`src/rtl/alu8_pkg.sv`:
```
package alu8_pkg;
  localparam int unsigned DW = 8;
  localparam int unsigned NW = DW / 2;

  typedef enum logic [4:0] {
    OP_ADD = 5'd0,  OP_ADC = 5'd1,  OP_SUB = 5'd2,  OP_SBC = 5'd3,
    OP_DAA = 5'd4,  OP_AND = 5'd5,  OP_OR  = 5'd6,  OP_XOR = 5'd7,
    OP_CPL = 5'd8,  OP_RL  = 5'd9,  OP_RR  = 5'd10, OP_RLC = 5'd11,
    OP_RRC = 5'd12, OP_INC = 5'd13, OP_DEC = 5'd14, OP_SZ  = 5'd15,
    OP_SNZ = 5'd16, OP_SIZ = 5'd17, OP_SDZ = 5'd18
  } alu_op_e;

  typedef struct packed {
    logic [DW-1:0] res;
    logic          c;
    logic          c_we;
    logic          ac;
    logic          ac_we;
    logic          z;
    logic          z_we;
    logic          ov;
    logic          ov_we;
    logic          skip;
  } alu_res_t;
endpackage

```
`src/rtl/alu8_addsub.sv`:
```
module alu8_addsub #(
  parameter int unsigned W  = 8,
  parameter int unsigned NW = W / 2
) (
  input  logic [W-1:0] a,
  input  logic [W-1:0] b,
  input  logic         sub,
  input  logic         cin,
  output logic [W-1:0] sum,
  output logic         c_out,
  output logic         ac_out,
  output logic         ov_out
);
  logic [W-1:0] bx;
  logic [W:0]   full;
  logic         c_into_msb;

  // subtraction as a + ~b + cin: carry out means "no borrow"
  assign bx   = sub ? ~b : b;
  assign full = {1'b0, a} + {1'b0, bx} + {{W{1'b0}}, cin};
  assign sum  = full[W-1:0];

  // carry into a bit position is recovered from the sum bit and both inputs
  assign c_into_msb = a[W-1] ^ bx[W-1] ^ full[W-1];
  assign ac_out     = a[NW] ^ bx[NW] ^ full[NW];
  assign c_out      = full[W];
  assign ov_out     = c_into_msb ^ full[W];
endmodule

```
`src/rtl/alu8_daa.sv`:
```
module alu8_daa #(
  parameter int unsigned W  = 8,
  parameter int unsigned NW = W / 2
) (
  input  logic [W-1:0] a,
  input  logic         c_in,
  input  logic         ac_in,
  output logic [W-1:0] res,
  output logic         c_out
);
  localparam logic [W:0]  LO_ADJ = (W+1)'(6);
  localparam logic [W:0]  HI_ADJ = (W+1)'(6) << NW;
  localparam logic [NW-1:0] DIG_MAX = NW'(9);

  logic [W:0] step1, step2;
  logic       lo_fix, hi_fix;

  always_comb begin
    lo_fix = ac_in | (a[NW-1:0] > DIG_MAX);
    step1  = {1'b0, a} + (lo_fix ? LO_ADJ : '0);
    hi_fix = c_in | step1[W] | (step1[W-1:NW] > DIG_MAX);
    step2  = {1'b0, step1[W-1:0]} + (hi_fix ? HI_ADJ : '0);
    res    = step2[W-1:0];
    c_out  = step1[W] | step2[W];
  end
endmodule

```
`src/rtl/alu8_unary.sv`:
```
module alu8_unary
  import alu8_pkg::*;
#(
  parameter int unsigned W = DW
) (
  input  logic [4:0]   op,
  input  logic [W-1:0] a,
  input  logic [W-1:0] b,
  input  logic         c_in,
  output alu_res_t     r
);
  logic [W-1:0] b_inc, b_dec;
  assign b_inc = b + W'(1);
  assign b_dec = b - W'(1);

  always_comb begin
    r = '0;
    case (op)
      OP_AND: begin r.res = a & b; r.z_we = 1'b1; end
      OP_OR:  begin r.res = a | b; r.z_we = 1'b1; end
      OP_XOR: begin r.res = a ^ b; r.z_we = 1'b1; end
      OP_CPL: begin r.res = ~b;    r.z_we = 1'b1; end
      OP_RL:  r.res = {b[W-2:0], b[W-1]};
      OP_RR:  r.res = {b[0], b[W-1:1]};
      OP_RLC: begin r.res = {b[W-2:0], c_in}; r.c = b[W-1]; r.c_we = 1'b1; end
      OP_RRC: begin r.res = {c_in, b[W-1:1]}; r.c = b[0];   r.c_we = 1'b1; end
      OP_INC: begin r.res = b_inc; r.z_we = 1'b1; end
      OP_DEC: begin r.res = b_dec; r.z_we = 1'b1; end
      OP_SZ:  begin r.res = b;     r.skip = (b == '0); end
      OP_SNZ: begin r.res = b;     r.skip = (b != '0); end
      OP_SIZ: begin r.res = b_inc; r.skip = (b_inc == '0); end
      OP_SDZ: begin r.res = b_dec; r.skip = (b_dec == '0); end
      default: ;
    endcase
    r.z = r.z_we & (r.res == '0);
  end
endmodule

```
`src/rtl/alu8_core.sv`:
```
module alu8_core
  import alu8_pkg::*;
(
  input  logic          clk,
  input  logic          rst,
  input  logic [4:0]    op_i,
  input  logic [DW-1:0] acc_i,
  input  logic [DW-1:0] opnd_i,
  input  logic          c_i,
  input  logic          ac_i,
  output logic [DW-1:0] res_o,
  output logic          c_o,
  output logic          c_we_o,
  output logic          ac_o,
  output logic          ac_we_o,
  output logic          z_o,
  output logic          z_we_o,
  output logic          ov_o,
  output logic          ov_we_o,
  output logic          skip_o
);
  logic          is_arith, as_sub, as_cin;
  logic [DW-1:0] as_sum, daa_res;
  logic          as_c, as_ac, as_ov, daa_c;
  alu_res_t      un_r, nxt, q;

  assign is_arith = (op_i == OP_ADD) || (op_i == OP_ADC) ||
                    (op_i == OP_SUB) || (op_i == OP_SBC);
  assign as_sub   = (op_i == OP_SUB) || (op_i == OP_SBC);

  always_comb begin
    case (op_i)
      OP_ADD:  as_cin = 1'b0;
      OP_SUB:  as_cin = 1'b1;
      default: as_cin = c_i;
    endcase
  end

  alu8_addsub #(.W(DW), .NW(NW)) u_addsub (
    .a(acc_i), .b(opnd_i), .sub(as_sub), .cin(as_cin),
    .sum(as_sum), .c_out(as_c), .ac_out(as_ac), .ov_out(as_ov)
  );

  alu8_daa #(.W(DW), .NW(NW)) u_daa (
    .a(acc_i), .c_in(c_i), .ac_in(ac_i), .res(daa_res), .c_out(daa_c)
  );

  alu8_unary #(.W(DW)) u_unary (
    .op(op_i), .a(acc_i), .b(opnd_i), .c_in(c_i), .r(un_r)
  );

  always_comb begin
    nxt = un_r;
    if (is_arith) begin
      nxt       = '0;
      nxt.res   = as_sum;
      nxt.c     = as_c;   nxt.c_we  = 1'b1;
      nxt.ac    = as_ac;  nxt.ac_we = 1'b1;
      nxt.ov    = as_ov;  nxt.ov_we = 1'b1;
      nxt.z     = (as_sum == '0);
      nxt.z_we  = 1'b1;
    end else if (op_i == OP_DAA) begin
      nxt      = '0;
      nxt.res  = daa_res;
      nxt.c    = daa_c;
      nxt.c_we = 1'b1;
    end
  end

  always_ff @(posedge clk) begin
    if (rst) q <= '0;
    else     q <= nxt;
  end

  assign res_o   = q.res;
  assign c_o     = q.c;
  assign c_we_o  = q.c_we;
  assign ac_o    = q.ac;
  assign ac_we_o = q.ac_we;
  assign z_o     = q.z;
  assign z_we_o  = q.z_we;
  assign ov_o    = q.ov;
  assign ov_we_o = q.ov_we;
  assign skip_o  = q.skip;

  // ---------------- assertions ----------------
  p_reset_clear_r1: assert property (@(posedge clk)
    rst |=> (res_o == '0) && !c_we_o && !z_we_o && !skip_o);

  p_flag_gated_r2: assert property (@(posedge clk) disable iff (rst)
    (!c_we_o |-> !c_o) and (!ac_we_o |-> !ac_o) and
    (!z_we_o |-> !z_o) and (!ov_we_o |-> !ov_o));

  p_arith_all_we_r5: assert property (@(posedge clk) disable iff (rst)
    (op_i inside {OP_ADD, OP_ADC, OP_SUB, OP_SBC}) |=>
      c_we_o && ac_we_o && z_we_o && ov_we_o && (z_o == (res_o == '0)));

  p_daa_c_only_r6: assert property (@(posedge clk) disable iff (rst)
    (op_i == OP_DAA) |=> c_we_o && !ac_we_o && !z_we_o && !ov_we_o);

  p_logic_z_only_r7: assert property (@(posedge clk) disable iff (rst)
    (op_i inside {OP_AND, OP_OR, OP_XOR, OP_CPL}) |=>
      z_we_o && !c_we_o && !ac_we_o && !ov_we_o && !skip_o);

  p_plain_rot_r8: assert property (@(posedge clk) disable iff (rst)
    (op_i inside {OP_RL, OP_RR}) |=>
      !c_we_o && !ac_we_o && !z_we_o && !ov_we_o);

  p_rlc_carry_r9: assert property (@(posedge clk) disable iff (rst)
    (op_i == OP_RLC) |=> c_we_o && (c_o == $past(opnd_i[DW-1])) &&
                         (res_o[0] == $past(c_i)));

  p_rrc_carry_r9: assert property (@(posedge clk) disable iff (rst)
    (op_i == OP_RRC) |=> c_we_o && (c_o == $past(opnd_i[0])) &&
                         (res_o[DW-1] == $past(c_i)));

  p_skip_source_r13: assert property (@(posedge clk) disable iff (rst)
    !(op_i inside {OP_SZ, OP_SNZ, OP_SIZ, OP_SDZ}) |=> !skip_o);
endmodule

```
`config.mk`:
```
export PLATFORM = sky130hd
export DESIGN_NAME = alu8_core
export DESIGN_NICKNAME = d
export VERILOG_FILES = /design/src/rtl/alu8_pkg.sv /design/src/rtl/alu8_addsub.sv /design/src/rtl/alu8_daa.sv /design/src/rtl/alu8_unary.sv /design/src/rtl/alu8_core.sv
export SDC_FILE = /design/constraint.sdc
export NUM_CORES = 1
export LEC_CHECK = 0
export CAP_MARGIN = 20
export CORE_MARGIN = 3
export CORE_UTILIZATION = 40
export DETAILED_ROUTE_END_ITERATION = 7
export GPL_ROUTABILITY_DRIVEN = 0
export HOLD_SLACK_MARGIN = 0.08
export PLACE_DENSITY_LB_ADDON = 0.1
export REMOVE_ABC_BUFFERS = 1
export SKIP_CTS_REPAIR_TIMING = 1
export SYNTH_ARGS = -nofsm -noshare
export SYNTH_HDL_FRONTEND = slang
export SYNTH_SLANG_ARGS = --single-unit
```
`constraint.sdc`:
```
create_clock -name clk -period 5.35 [get_ports clk]
set_input_delay 1.3375 -clock clk [delete_from_list [all_inputs] [get_ports clk]]
set_output_delay 1.3375 -clock clk [all_outputs]
set_load 0.01 [all_outputs]
```
---- After elaboration in Yosys (flattened, before gate mapping) ----
Index checks and enable logic that the tools add are counted.
cells by class
  add/subtract/negate cells ............... 6
  $mul .................................... 0
  div/mod/pow operators ................... 0
  $lt $le $gt $ge ......................... 2
  eq/ne operators ......................... 18
  shifts and indexed selects .............. 0
  multiplexer cells ....................... 10
  bitwise operators ....................... 14
  reduce and logical (&&, ||, !) cells .... 16
operators by type and width
  cell                 count
  $pmux 8 s11          1
  $eq 5x4->1 const B   8
  $logic_not 8->1      5
  $mux 17              2
  $eq 5x3->1 const B   4
  $add 8x9->9          2
  $eq 5x5->1 const B   3
  $eq 5x2->1 const B   2
  $add 8x8->9          1
  $add 9x1->9          1
  $add 8x1->8 const B  1
  $and 8x8->8          1
  $gt 4x4->1 const B   2
  $mux 8               1
  $not 8->8            1
  $or 8x8->8           1
  $reduce_bool 8->1    1
  $sub 8x1->8 const B  1
  $xor 8x8->8          1
  $mux 7               1
  $reduce_or 2->1      3
  $reduce_or 6->1      1
  $eq 5x1->1 const B   1
  $logic_not 5->1      1
  10 further kinds     20
word-level totals
  flip-flop bits (word level) ............. 17
  latch bits .............................. 0
  memory bits (writable) .................. 0
  bits in read-only memories .............. 0
  input bits .............................. 25
  output and inout port bits .............. 17
  logic and storage cells ................. 76
  memories kept ........................... 0

---- Longest topological paths before layout ----
Gate-level depths: netlist of the first run.
  word-level depth ........................ 11
  mapped depth ............................ 16
  gate-level depth less buffers ........... 16

---- By module ----
From an unflattened synthesis of the first run, not the netlist that was laid out.
second synthesis, totals
  cells, all modules ...................... 400
  area total of the unflattened synthesis .. 3,149.3 sq um
modules (own cells, without submodules)
  module       instances  cells an instance  area an instance (sq um)  sequential area each (sq um)
  alu8_unary   1          228                1,644.1                   0.0
  alu8_core    1          85                 802.0                     340.3
  alu8_addsub  1          53                 430.4                     0.0
  alu8_daa     1          34                 272.8                     0.0

---- Least setup slack after synthesis of the first run ----
No wires, ideal clock.
  path kind ............................... input-to-reg
  from .................................... input op_i[4]
  to ...................................... register q, in the netlist c_o
  library setup time ...................... 0.138 ns
  data arrival time ....................... 4.365 ns
  data required time ...................... 5.212 ns
  path slack .............................. 0.847 ns
  stages .................................. 15
  path buffers ............................ 2
  cells stage by stage .................... buf_2 nor3_2 and2_1 clkbuf_1 xnor2_1 fa_1 inv_1 fa_1 a21o_1 a21oi_1 nor2b_1 o31a_1 o21a_1 o21ai_0 a41oi_1
on the way
  longest elaborated chain between the ends .. 6
  elaborated cells between the ends (all ways) .. 18
  classes of those cells .................. add/sub: 2; eq/ne: 6; mux: 5; reduce/logical: 5
RTL lines
  what                                  line                                               RTL
  start, declared                       alu8_core.sv:6                                     input logic [4:0] op_i,
  $eq 5x2->1, on equally long branches  alu8_core.sv:28, alu8_core.sv:29, alu8_core.sv:32
  $logic_or 1x1->1                      alu8_core.sv:29                                    assign as_sub = (op_i == OP_SUB) || (op_i == OP_SBC);
  $mux 8                                alu8_addsub.sv:19                                  assign bx = sub ? ~b : b;
  $add 8x8->9                           alu8_addsub.sv:20                                  assign full = {1'b0, a} + {1'b0, bx} + {{W{1'b0}}, cin};
  $add 9x1->9                           alu8_addsub.sv:20
  $mux 17 *                             alu8_core.sv:54                                    if (is_arith) begin
  end signal, assigned                  alu8_core.sv:72                                    else q <= nxt;
  end, declared                         alu8_core.sv:25                                    alu_res_t un_r, nxt, q;
Every way passes the cells marked *; elsewhere a longest branch is shown, timed or not.
A chain may end at the register's enable or synchronous reset.

---- Final worst setup path of the first run ----
  from .................................... input acc_i[2]
  to ...................................... register q, in the netlist c_o
on the way
  longest elaborated chain between the ends .. 11
  elaborated cells between the ends (all ways) .. 14
  classes of those cells .................. add/sub: 4; order compare: 2; mux: 4; bitwise: 4
RTL lines
  what                                             line             RTL
  start, declared                                  alu8_core.sv:7   input logic [DW-1:0] acc_i,
  $gt 4x4->1                                       alu8_daa.sv:19   lo_fix = ac_in | (a[NW-1:0] > DIG_MAX);
  $or 1x1->1                                       alu8_daa.sv:19
  $mux 3                                           alu8_daa.sv:20   step1 = {1'b0, a} + (lo_fix ? LO_ADJ : '0);
  $add 8x9->9                                      alu8_daa.sv:20
  $gt 4x4->1 / $or 1x1->1 (equally long branches)  alu8_daa.sv:21   hi_fix = c_in | step1[W] | (step1[W-1:NW] > DIG_MAX);
  $or 1x1->1                                       alu8_daa.sv:21
  $mux 7                                           alu8_daa.sv:22   step2 = {1'b0, step1[W-1:0]} + (hi_fix ? HI_ADJ : '0);
  $add 8x9->9                                      alu8_daa.sv:22
  $or 1x1->1                                       alu8_daa.sv:24   c_out = step1[W] | step2[W];
  $mux 17                                          alu8_core.sv:62  end else if (op_i == OP_DAA) begin
  $mux 17 *                                        alu8_core.sv:54
Marks and branches as above.

==> results of run 1 <==
-- registers in the layout, summed over array words and instances, names as in the netlist --
register  cells
ac_we_o       1
skip_o        1
z_o           1
ac_o          1
c_we_o        1
z_we_o        1
ov_o          1
c_o           1
res_o         8
-- logic make-up after synthesis --
| logic type | count (synthesis) | synth area share |
|---|---|---|
| simple gates | 138 | 0.2893 |
| buf+inv | 43 | 0.07695 |
| xor+xnor | 25 | 0.08314 |
| fa+ha+maj | 35 | 0.1777 |
| flops | 16 | 0.1216 |
| mux | 2 | 0.007601 |
| compound gates | 90 | 0.2437 |
-- final cells by class --
type | count | area [µm²] | area share
sequential | 16 | 320.3 | 0.1009
inverter | 25 | 93.84 | 0.02956
tap | 75 | 93.84 | 0.02956
timing repair buffer | 53 | 500.5 | 0.1577
clock buffer | 4 | 55.05 | 0.01734
multi-input combinational | 290 | 2111 | 0.6650
-- report_power, final --
| group | switching, mW | internal [mW] |
|---|---|---|
| registers | 0.00175 | 0.127 |
| clock network | 0.0434 | 0.0654 |
| logic | 0.138 | 0.109 |
-- synthesized netlist by cell type (7+ instances only) --
library cell	n
ha_1	31
o21ai_0	13
a21oi_1	15
nand3_1	7
nor3_1	13
nand2_1	27
nor2_1	34
xnor2_1	24
buf_2	9
dfxtp_1	16
inv_1	23
-- stage by stage --
stage / instances / util / cell area, µm² / hold slack, ns / total power [mW]
3_5_place_dp: 459 / 0.5088 / 3119 / 2.062 / 0.3728
6_report: 463 / 0.5178 / 3174 / 1.818 / 0.4846
2_1_floorplan: 331 / - / 2525 / 1.407 / 0.2704
4_1_cts: 463 / 0.5178 / 3174 / 1.796 / 0.4821
5_1_grt: 463 / 0.5178 / 3174 / 1.834 / 0.5118
3_3_place_gp: 459 / 0.5088 / 3119 / 2.074 / 0.3744
-- how the worst min path moves through the flow --
stage / start / endpoint / slack, ns / depth (start not counted)
after CTS: acc_i[0] / res_o[0] / 1.80 / 3
after global placement: res_o[3] / res_o[3] / 2.07 / 1
after detailed placement: acc_i[0] / res_o[0] / 2.06 / 3
after floorplan: rst / res_o[0] / 1.41 / 1
final: acc_i[0] / res_o[0] / 1.82 / 3
after global routing: acc_i[0] / res_o[0] / 1.83 / 3
-- layer usage --
| layer | up-vias | wire, µm |
|---|---|---|
| li1 | 1349 | - |
| met3 | 18 | 672 |
| met2 | 151 | 3777 |
| met1 | 1356 | 3962 |
| met5 | - | 0 |
| met4 | 0 | 178 |
==> impl_metrics.py, run 1 <==
metrics = {
    "grt": {
        "grt_pass1_vias": 2597,
        "grt_use_met1": 0.3290,
        "grt_max_degree": 23,
        "antenna_found_initial": 0,
        "grt.overflow.total": 0,
        "grtUsageTotal": 0.2275,
        "met3_usage": 0.02554,
        "busiest_layer": "met2",
        "grt_pass1_wl_mm": 13.63,
        "globalRouteMet2Util": 0.3451,
    },
    "synth": {
        "yosys_most_used_dff": "dfxtp_1",
        "yosysWarningCount": 0,
        "synthCells": 349,
        "ys_seq_area_frac": 0.1216,
        "yosysTopAreaCell": "ha_1",
        "yosysUniqueCellTypes": 72,
        "syn_area_um2": 2634,
        "synth_top_cell_area_share": 0.1473,
        "async_flop_share": 0,
        "ys_top_cells_by_area": "ha_1, dfxtp_1, xnor2_1, nor2_1, nand2_1",
        "syn_avg_cell_area_um2": 7.547,
        "synth_enable_flop_cells": 0,
        "synth-seq-cells": 16,
    },
    "setup_path": {
        "worstPathMaxFanout": 5,
        "slowest_stage": "clkdlybuf4s50_1",
        "crit_arrival_ns": 4.94,
        "crit_family": "compound AO/OA/AOI/OAI gates",
        "crit_type": "input pin to register",
        "crit_path_start_kind": "input pin",
        "cpPeakStageDelay_ns": 0.56,
        "worstPathCellList": "clkdlybuf4s50_1 > o21ai_0 > nand2b_1 > ha_1 > inv_1 > fa_1 > or3_1 > xnor2_1 > or2_2 > a221o_1 > ha_1 > a21o_1 > a22oi_1 > nor2_1 > o21ai_0 > a41oi_1",
        "cp.buffers_inverters": 2,
        "endpoint_kind": "register",
        "crit_start": "acc_i[2]",
        "cp.depth": 16,
        "crit_required_ns": 5.46,
        "cp-endpoint": "c_o",
    },
    "flow_run": {
        "max-cap-violations": 0,
    },
    "detailed_routing": {
        "wirelength_mm": 8.591,
        "vias_per_cell": 6.207,
        "ant_nets": 0,
        "via_count": 2874,
        "drc_errors": 0,
        "wl_per_cell_um": 18.56,
        "drt_pre_antenna_iters": 5,
        "drt_iter0_drc": 315,
    },
    "clock_network": {
        "tritoncts": "built",
        "clk_path_buf_depth": 2,
        "cts-root-buf": "clkbuf_8",
        "cts_num_sinks": 16,
        "path_clk_slew_ns": 0.07,
        "cts_buffers": 3,
        "h-tree-depth": 1,
    },
    "power_and_ir_drop": {
        "p_leak_nw": 1.256,
        "p_per_area_nw_per_um2": 152.7,
        "ir_worst_vdd_v": 0.0001404,
    },
    "timing": {
        "finalSetupTns_ns": 0,
        "max_freq_mhz": 207.4,
        "drv_slew": 0,
        "tightestPinTransition_ns": 1.012,
        "period_minus_slack_ns": 4.823,
        "relSlewSlack": 0.3081,
        "finalCritPeriodShare": 0.9014,
        "setup_violations": 0,
        "hold_viol_final": 0,
        "finalWorstSetupSlack_ns": 0.5273,
        "rsz0062_at_grt": "no",
    },
    "floorplan": {
        "io-pin-count": 42,
        "die_x_um": 87.15,
        "dieArea_um2": 7594,
        "rows": 28,
        "fp.dieH_um": 87.15,
        "core_area_um2": 6131,
        "start_util": 0.4296,
    },
    "finish": {
        "final_cell_mix": "clkdlybuf4s50_1, nor2_1, ha_1",
        "syn_to_final_growth_pct": 20.52,
        "num_antenna_cells": 0,
        "drive_above_1_share": 0.08505,
        "n_fill_cell": 591,
        "final_common_cell": "clkdlybuf4s50_1",
        "nets": 449,
    },
    "min_path": {
        "hold_class": "input pin to register",
    },
    "placement": {
        "post-dp-hpwl_mm": 6.798,
        "io_buffers": 41,
        "pre_cts_ws_ns": 0.2879,
    },
    "outcome": {
        "status": "finished clean",
    },
}
Power figures use the tool's default switching activity.
==> run 2, diff against run 1 <==
--- a/config.mk
+++ b/config.mk
@@ -8,2 +8,4 @@
 export CAP_MARGIN = 20
+export CELL_PAD_IN_SITES_DETAIL_PLACEMENT = 1
+export CELL_PAD_IN_SITES_GLOBAL_PLACEMENT = 1
 export CORE_MARGIN = 3
--- a/constraint.sdc
+++ b/constraint.sdc
@@ -3,2 +3,2 @@
 set_output_delay 1.3375 -clock clk [all_outputs]
-set_load 0.01 [all_outputs]
+set_load 0.02 [all_outputs]
==> run 2 against run 1 <==
Net effect: final cell count is 0.43% higher; sequential share of layout area about the same; routed wire length grew 10%; hold slack lost 0.018 ns; first-iteration DRC count shrank 30%; worst setup slack worse by 0.065 ns; total power rose by 3.0%; critical endpoint unchanged; highest routed layer unchanged.
==> impl_metrics.py, run 2 (synthesis gave the netlist of run 1 again) <==
metrics = {
    "timing": {
        "setup_violations": 0,
        "finalCritPeriodShare": 0.9135,
        "hold_viol_final": 0,
        "max_freq_mhz": 204.6,
        "finalSetupTns_ns": 0,
        "finalWorstSetupSlack_ns": 0.4627,
        "drv_slew": 0,
        "tightestPinTransition_ns": 0.9300,
        "rsz0062_at_grt": "no",
        "relSlewSlack": 0.3640,
        "period_minus_slack_ns": 4.887,
    },
    "clock_network": {
        "clk_path_buf_depth": 2,
        "cts-root-buf": "clkbuf_8",
        "h-tree-depth": 1,
        "cts_buffers": 3,
        "cts_num_sinks": 16,
        "path_clk_slew_ns": 0.08,
        "tritoncts": "built",
    },
    "finish": {
        "largest_reg_flops": 8,
        "nets": 451,
        "syn_to_final_growth_pct": 21.09,
        "final_common_cell": "clkdlybuf4s50_1",
        "regArea_um2": 320.3,
        "multiInputGateArea_um2": 2111,
        "final_cell_mix": "clkdlybuf4s50_1, nor2_1, ha_1",
        "drive_above_1_share": 0.08974,
        "n_fill_cell": 786,
        "num_antenna_cells": 0,
    },
    "detailed_routing": {
        "drt_pre_antenna_iters": 4,
        "wirelength_mm": 9.456,
        "drc_errors": 0,
        "drt_iter0_drc": 222,
        "vias_per_cell": 6.202,
        "ant_nets": 0,
        "via_count": 2884,
        "wl_per_cell_um": 20.34,
    },
    "grt": {
        "grtUsageTotal": 0.2551,
        "antenna_found_initial": 0,
        "grt.overflow.total": 0,
        "grt_max_degree": 23,
        "grt_pass1_vias": 2942,
        "grt_pass1_wl_mm": 15.46,
    },
    "outcome": {
        "status": "finished clean",
    },
    "power_and_ir_drop": {
        "ir_worst_vdd_v": 0.0001194,
        "p_per_area_nw_per_um2": 156.5,
        "p_leak_nw": 1.266,
    },
    "placement": {
        "io_buffers": 41,
        "post-dp-hpwl_mm": 7.587,
        "pre_cts_ws_ns": 0.2044,
    },
    "setup_path": {
        "cp-endpoint": "c_o",
        "worstPathMaxFanout": 5,
        "crit_required_ns": 5.47,
        "endpoint_kind": "register",
        "crit_start": "acc_i[2]",
        "crit_path_start_kind": "input pin",
        "crit_arrival_ns": 5.01,
        "crit_type": "input pin to register",
    },
    "flow_run": {
        "max-cap-violations": 0,
    },
    "floorplan": {
        "io-pin-count": 42,
        "die_x_um": 87.15,
        "core_area_um2": 6131,
        "dieArea_um2": 7594,
        "fp.dieH_um": 87.15,
        "rows": 28,
        "start_util": 0.4296,
    },
    "min_path": {
        "hold_class": "input pin to register",
    },
}
## run 2: changes by cell type in the layout (fill, tap and decap cells not counted), sizes merged
cell / before / now
buf: 12 / 14
## run 2: worst min-delay path by stage
stage / start / end / slack [ns] / depth (start not counted)
6_report: acc_i[0] / res_o[0] / 1.80 / 3
3_3_place_gp: rst / res_o[6] / 2.06 / 3
2_1_floorplan: rst / res_o[0] / 1.41 / 1
5_1_grt: rst / res_o[2] / 1.82 / 3
4_1_cts: acc_i[0] / res_o[0] / 1.80 / 3
3_5_place_dp: acc_i[0] / res_o[0] / 2.07 / 3
## run 2: report_power, final
group	switching [mW]	total [mW]	internal, mW
Combinational	0.146	0.255	0.109
Clock	0.0499	0.115	0.0654
Sequential	0.00210	0.129	0.126
Total	0.198	0.499	0.301
## run 2: per-stage QoR
step | util | area, µm² | hold WS, ns | total power [mW] | std cells
CTS | 0.5202 | 3189 | 1.804 | 0.4978 | 465
global placement | 0.5112 | 3134 | 2.065 | 0.3765 | 461
finish | 0.5202 | 3189 | 1.800 | 0.4991 | 465
floorplan | - | 2525 | 1.407 | 0.2762 | 331
global route | 0.5202 | 3189 | 1.822 | 0.5305 | 465
detailed placement | 0.5112 | 3134 | 2.072 | 0.3828 | 461
## run 2: critical path: stages
cell and delay, ns:
clkdlybuf4s50_1 0.57, o21ai_0 0.11, nand2b_1 0.14, ha_1 0.19, inv_1 0.06, fa_1 0.44
or3_1 0.36, xnor2_1 0.16, or2_2 0.28, a221o_1 0.35, ha_1 0.30, a21o_1 0.19
a22oi_1 0.16, nor2_1 0.06, o21ai_0 0.15, a41oi_1 0.14
## run 2: routing by layer
layer / vias up / GRT usage / share of wire
li1: 1353 / - / -
met1: 1422 / 0.3595 / 0.45
met2: 94 / 0.4141 / 0.47
met3: 15 / 0.01892 / 0.058
met4: 0 / 0.07671 / 0.022
met5: - / 0 / 0
## run 2: final cells by class
type	instances	share of cell area
clock buffers	4	0.01726
inverters	25	0.02942
multi-input cells	290	0.6618
flip-flops and latches	16	0.1004
well taps	75	0.02942
repair buffers	55	0.1616
==> run 3, diff against run 2 <==
- SETUP_SLACK_MARGIN: default -> 0.5
==> run 3 against run 2 <==
Net effect: largest cell class unchanged; final area is 1.2% higher; critical path depth stayed put; final cell count is 0.22% higher; sequential share of layout area is 0.12 points lower; count of clock-buffer cells in the layout stayed put; hold slack worse by 0.023 ns; combinational power is 2% higher; global-route usage stayed put; utilization is 0.63 points higher; critical path type unchanged.
==> impl_metrics.py, run 3 (synthesis gave the netlist of run 1 again) <==
metrics = {
    "outcome": {
        "status": "finished clean",
    },
    "timing": {
        "relSlewSlack": 0.3564,
        "rsz0062_at_grt": "no",
        "finalHoldWorstSlack_ns": 1.778,
        "finalCritPeriodShare": 0.8844,
        "drv_slew": 0,
        "max_freq_mhz": 211.4,
        "finalSetupTns_ns": 0,
        "hold_viol_final": 0,
        "period_minus_slack_ns": 4.731,
        "tightestPinTransition_ns": 0.9410,
        "setup_violations": 0,
    },
    "finish": {
        "final_cell_mix": "clkdlybuf4s50_1, nor2_1, ha_1",
        "largest_reg_flops": 8,
        "drive_above_1_share": 0.1100,
        "finalNonFillerCells": 466,
        "final_common_cell": "clkdlybuf4s50_1",
        "n_fill_cell": 778,
        "num_antenna_cells": 0,
        "nets": 452,
        "syn_to_final_growth_pct": 22.57,
    },
    "grt": {
        "grt.overflow.total": 0,
        "grtUsageTotal": 0.2551,
        "grt_pass1_wl_mm": 15.46,
        "grt_max_degree": 23,
        "antenna_found_initial": 0,
        "grt_pass1_vias": 2942,
    },
    "clock_network": {
        "cts-root-buf": "clkbuf_8",
        "path_clk_slew_ns": 0.07,
        "cts_buffers": 3,
        "cts_num_sinks": 16,
        "h-tree-depth": 1,
        "tritoncts": "built",
        "clk_path_buf_depth": 2,
    },
    "setup_path": {
        "endpoint_kind": "register",
        "crit_path_start_kind": "input pin",
        "crit_required_ns": 5.54,
        "worstPathCellList": "clkdlybuf4s50_1 > o21ai_1 > nand2b_1 > ha_2 > inv_1 > fa_2 > or3_4 > xnor2_1 > or2_2 > a221o_1 > ha_2 > inv_1 > fa_1 > nor3_2 > a211oi_1 > nor2_1",
        "crit_type": "input pin to register",
        "crit_arrival_ns": 4.92,
        "cpPeakStageDelay_ns": 0.48,
        "worstPathMaxFanout": 4,
        "slowest_stage": "clkdlybuf4s50_1",
    },
    "power_and_ir_drop": {
        "p_leak_nw": 1.288,
        "p_clk_frac": 0.228,
        "ir_worst_vdd_v": 0.0001195,
        "internal_power_mw": 0.3041,
        "p_per_area_nw_per_um2": 156.0,
        "sequentialPowerShare": 0.255,
        "p_comb_frac": 0.517,
        "switchingPower_mw": 0.1995,
        "switching_share": 0.3962,
    },
    "floorplan": {
        "fp.dieH_um": 87.15,
        "core_area_um2": 6131,
        "io-pin-count": 42,
        "dieArea_um2": 7594,
        "die_x_um": 87.15,
        "start_util": 0.4296,
        "rows": 28,
    },
    "flow_run": {
        "max-cap-violations": 0,
    },
    "min_path": {
        "hold_path_depth": 6,
        "hold_class": "input pin to register",
    },
    "detailed_routing": {
        "wl_per_cell_um": 20.27,
        "drt_iter0_drc": 205,
        "via_count": 2911,
        "wirelength_mm": 9.448,
        "ant_nets": 0,
        "drt_pre_antenna_iters": 4,
        "vias_per_cell": 6.247,
        "drc_errors": 0,
    },
    "placement": {
        "dpl.cell_count": 461,
        "io_buffers": 41,
        "post-dp-hpwl_mm": 7.587,
    },
}
==> run 3: changes by cell type in the layout (fill, tap and decap cells not counted), sizes merged <==
cell	before	now
clkdlybuf4s50	41	39
dlymetal6s2s	0	2
buf	14	15
==> run 3: cell type report <==
| class | count | area, µm² | share of cell area |
|---|---|---|---|
| multi-input combinational | 290 | 2137 | 0.6620 |
| clock buffer | 4 | 55.05 | 0.01705 |
| timing repair buffer | 56 | 528.0 | 0.1636 |
| tap | 75 | 93.84 | 0.02907 |
| inverter | 25 | 93.84 | 0.02907 |
| sequential | 16 | 320.3 | 0.09922 |
==> run 3: worst paths after layout <==
kind                     start  endpoint  slack [ns]
worst max-delay path  acc_i[1]  res_o[6]        0.62
worst min-delay path  acc_i[3]  res_o[1]        1.78
==> run 3: power by group through the flow <==
stage	clock network, mW	registers [mW]	logic [mW]
6_report	0.115	0.129	0.260
5_1_grt	0.122	0.129	0.284
4_1_cts	0.116	0.129	0.254
3_5_place_dp	0	0.132	0.251
3_3_place_gp	0	0.131	0.245
2_1_floorplan	0	0.141	0.135
==> run 3: critical path: cells and delay by family <==
| family | cells | cell delay, ns |
|---|---|---|
| xor+xnor | 1 | 0.15 |
| buf+inv | 3 | 0.60 |
| simple gates | 5 | 1.07 |
| fa+ha+maj | 4 | 1.23 |
| compound gates | 3 | 0.53 |
==> run 3: metal layers <==
layer,global-route usage,vias up,share of wire
met5,0,-,0
met3,0.01892,15,0.049
met4,0.07671,0,0.023
met1,0.3595,1445,0.46
met2,0.4141,91,0.47
li1,-,1360,-
==> run 3: stage by stage <==
step / utilization / power, mW / area [µm²] / setup WS (ns)
after floorplan: - / 0.2762 / 2525 / 1.128
after global placement: 0.5112 / 0.3765 / 3134 / 0.4428
after detailed placement: 0.5112 / 0.3828 / 3134 / 0.2044
after CTS: 0.5202 / 0.4978 / 3189 / 0.4729
after global routing: 0.5265 / 0.5351 / 3228 / 0.4578
final: 0.5265 / 0.5036 / 3228 / 0.6185
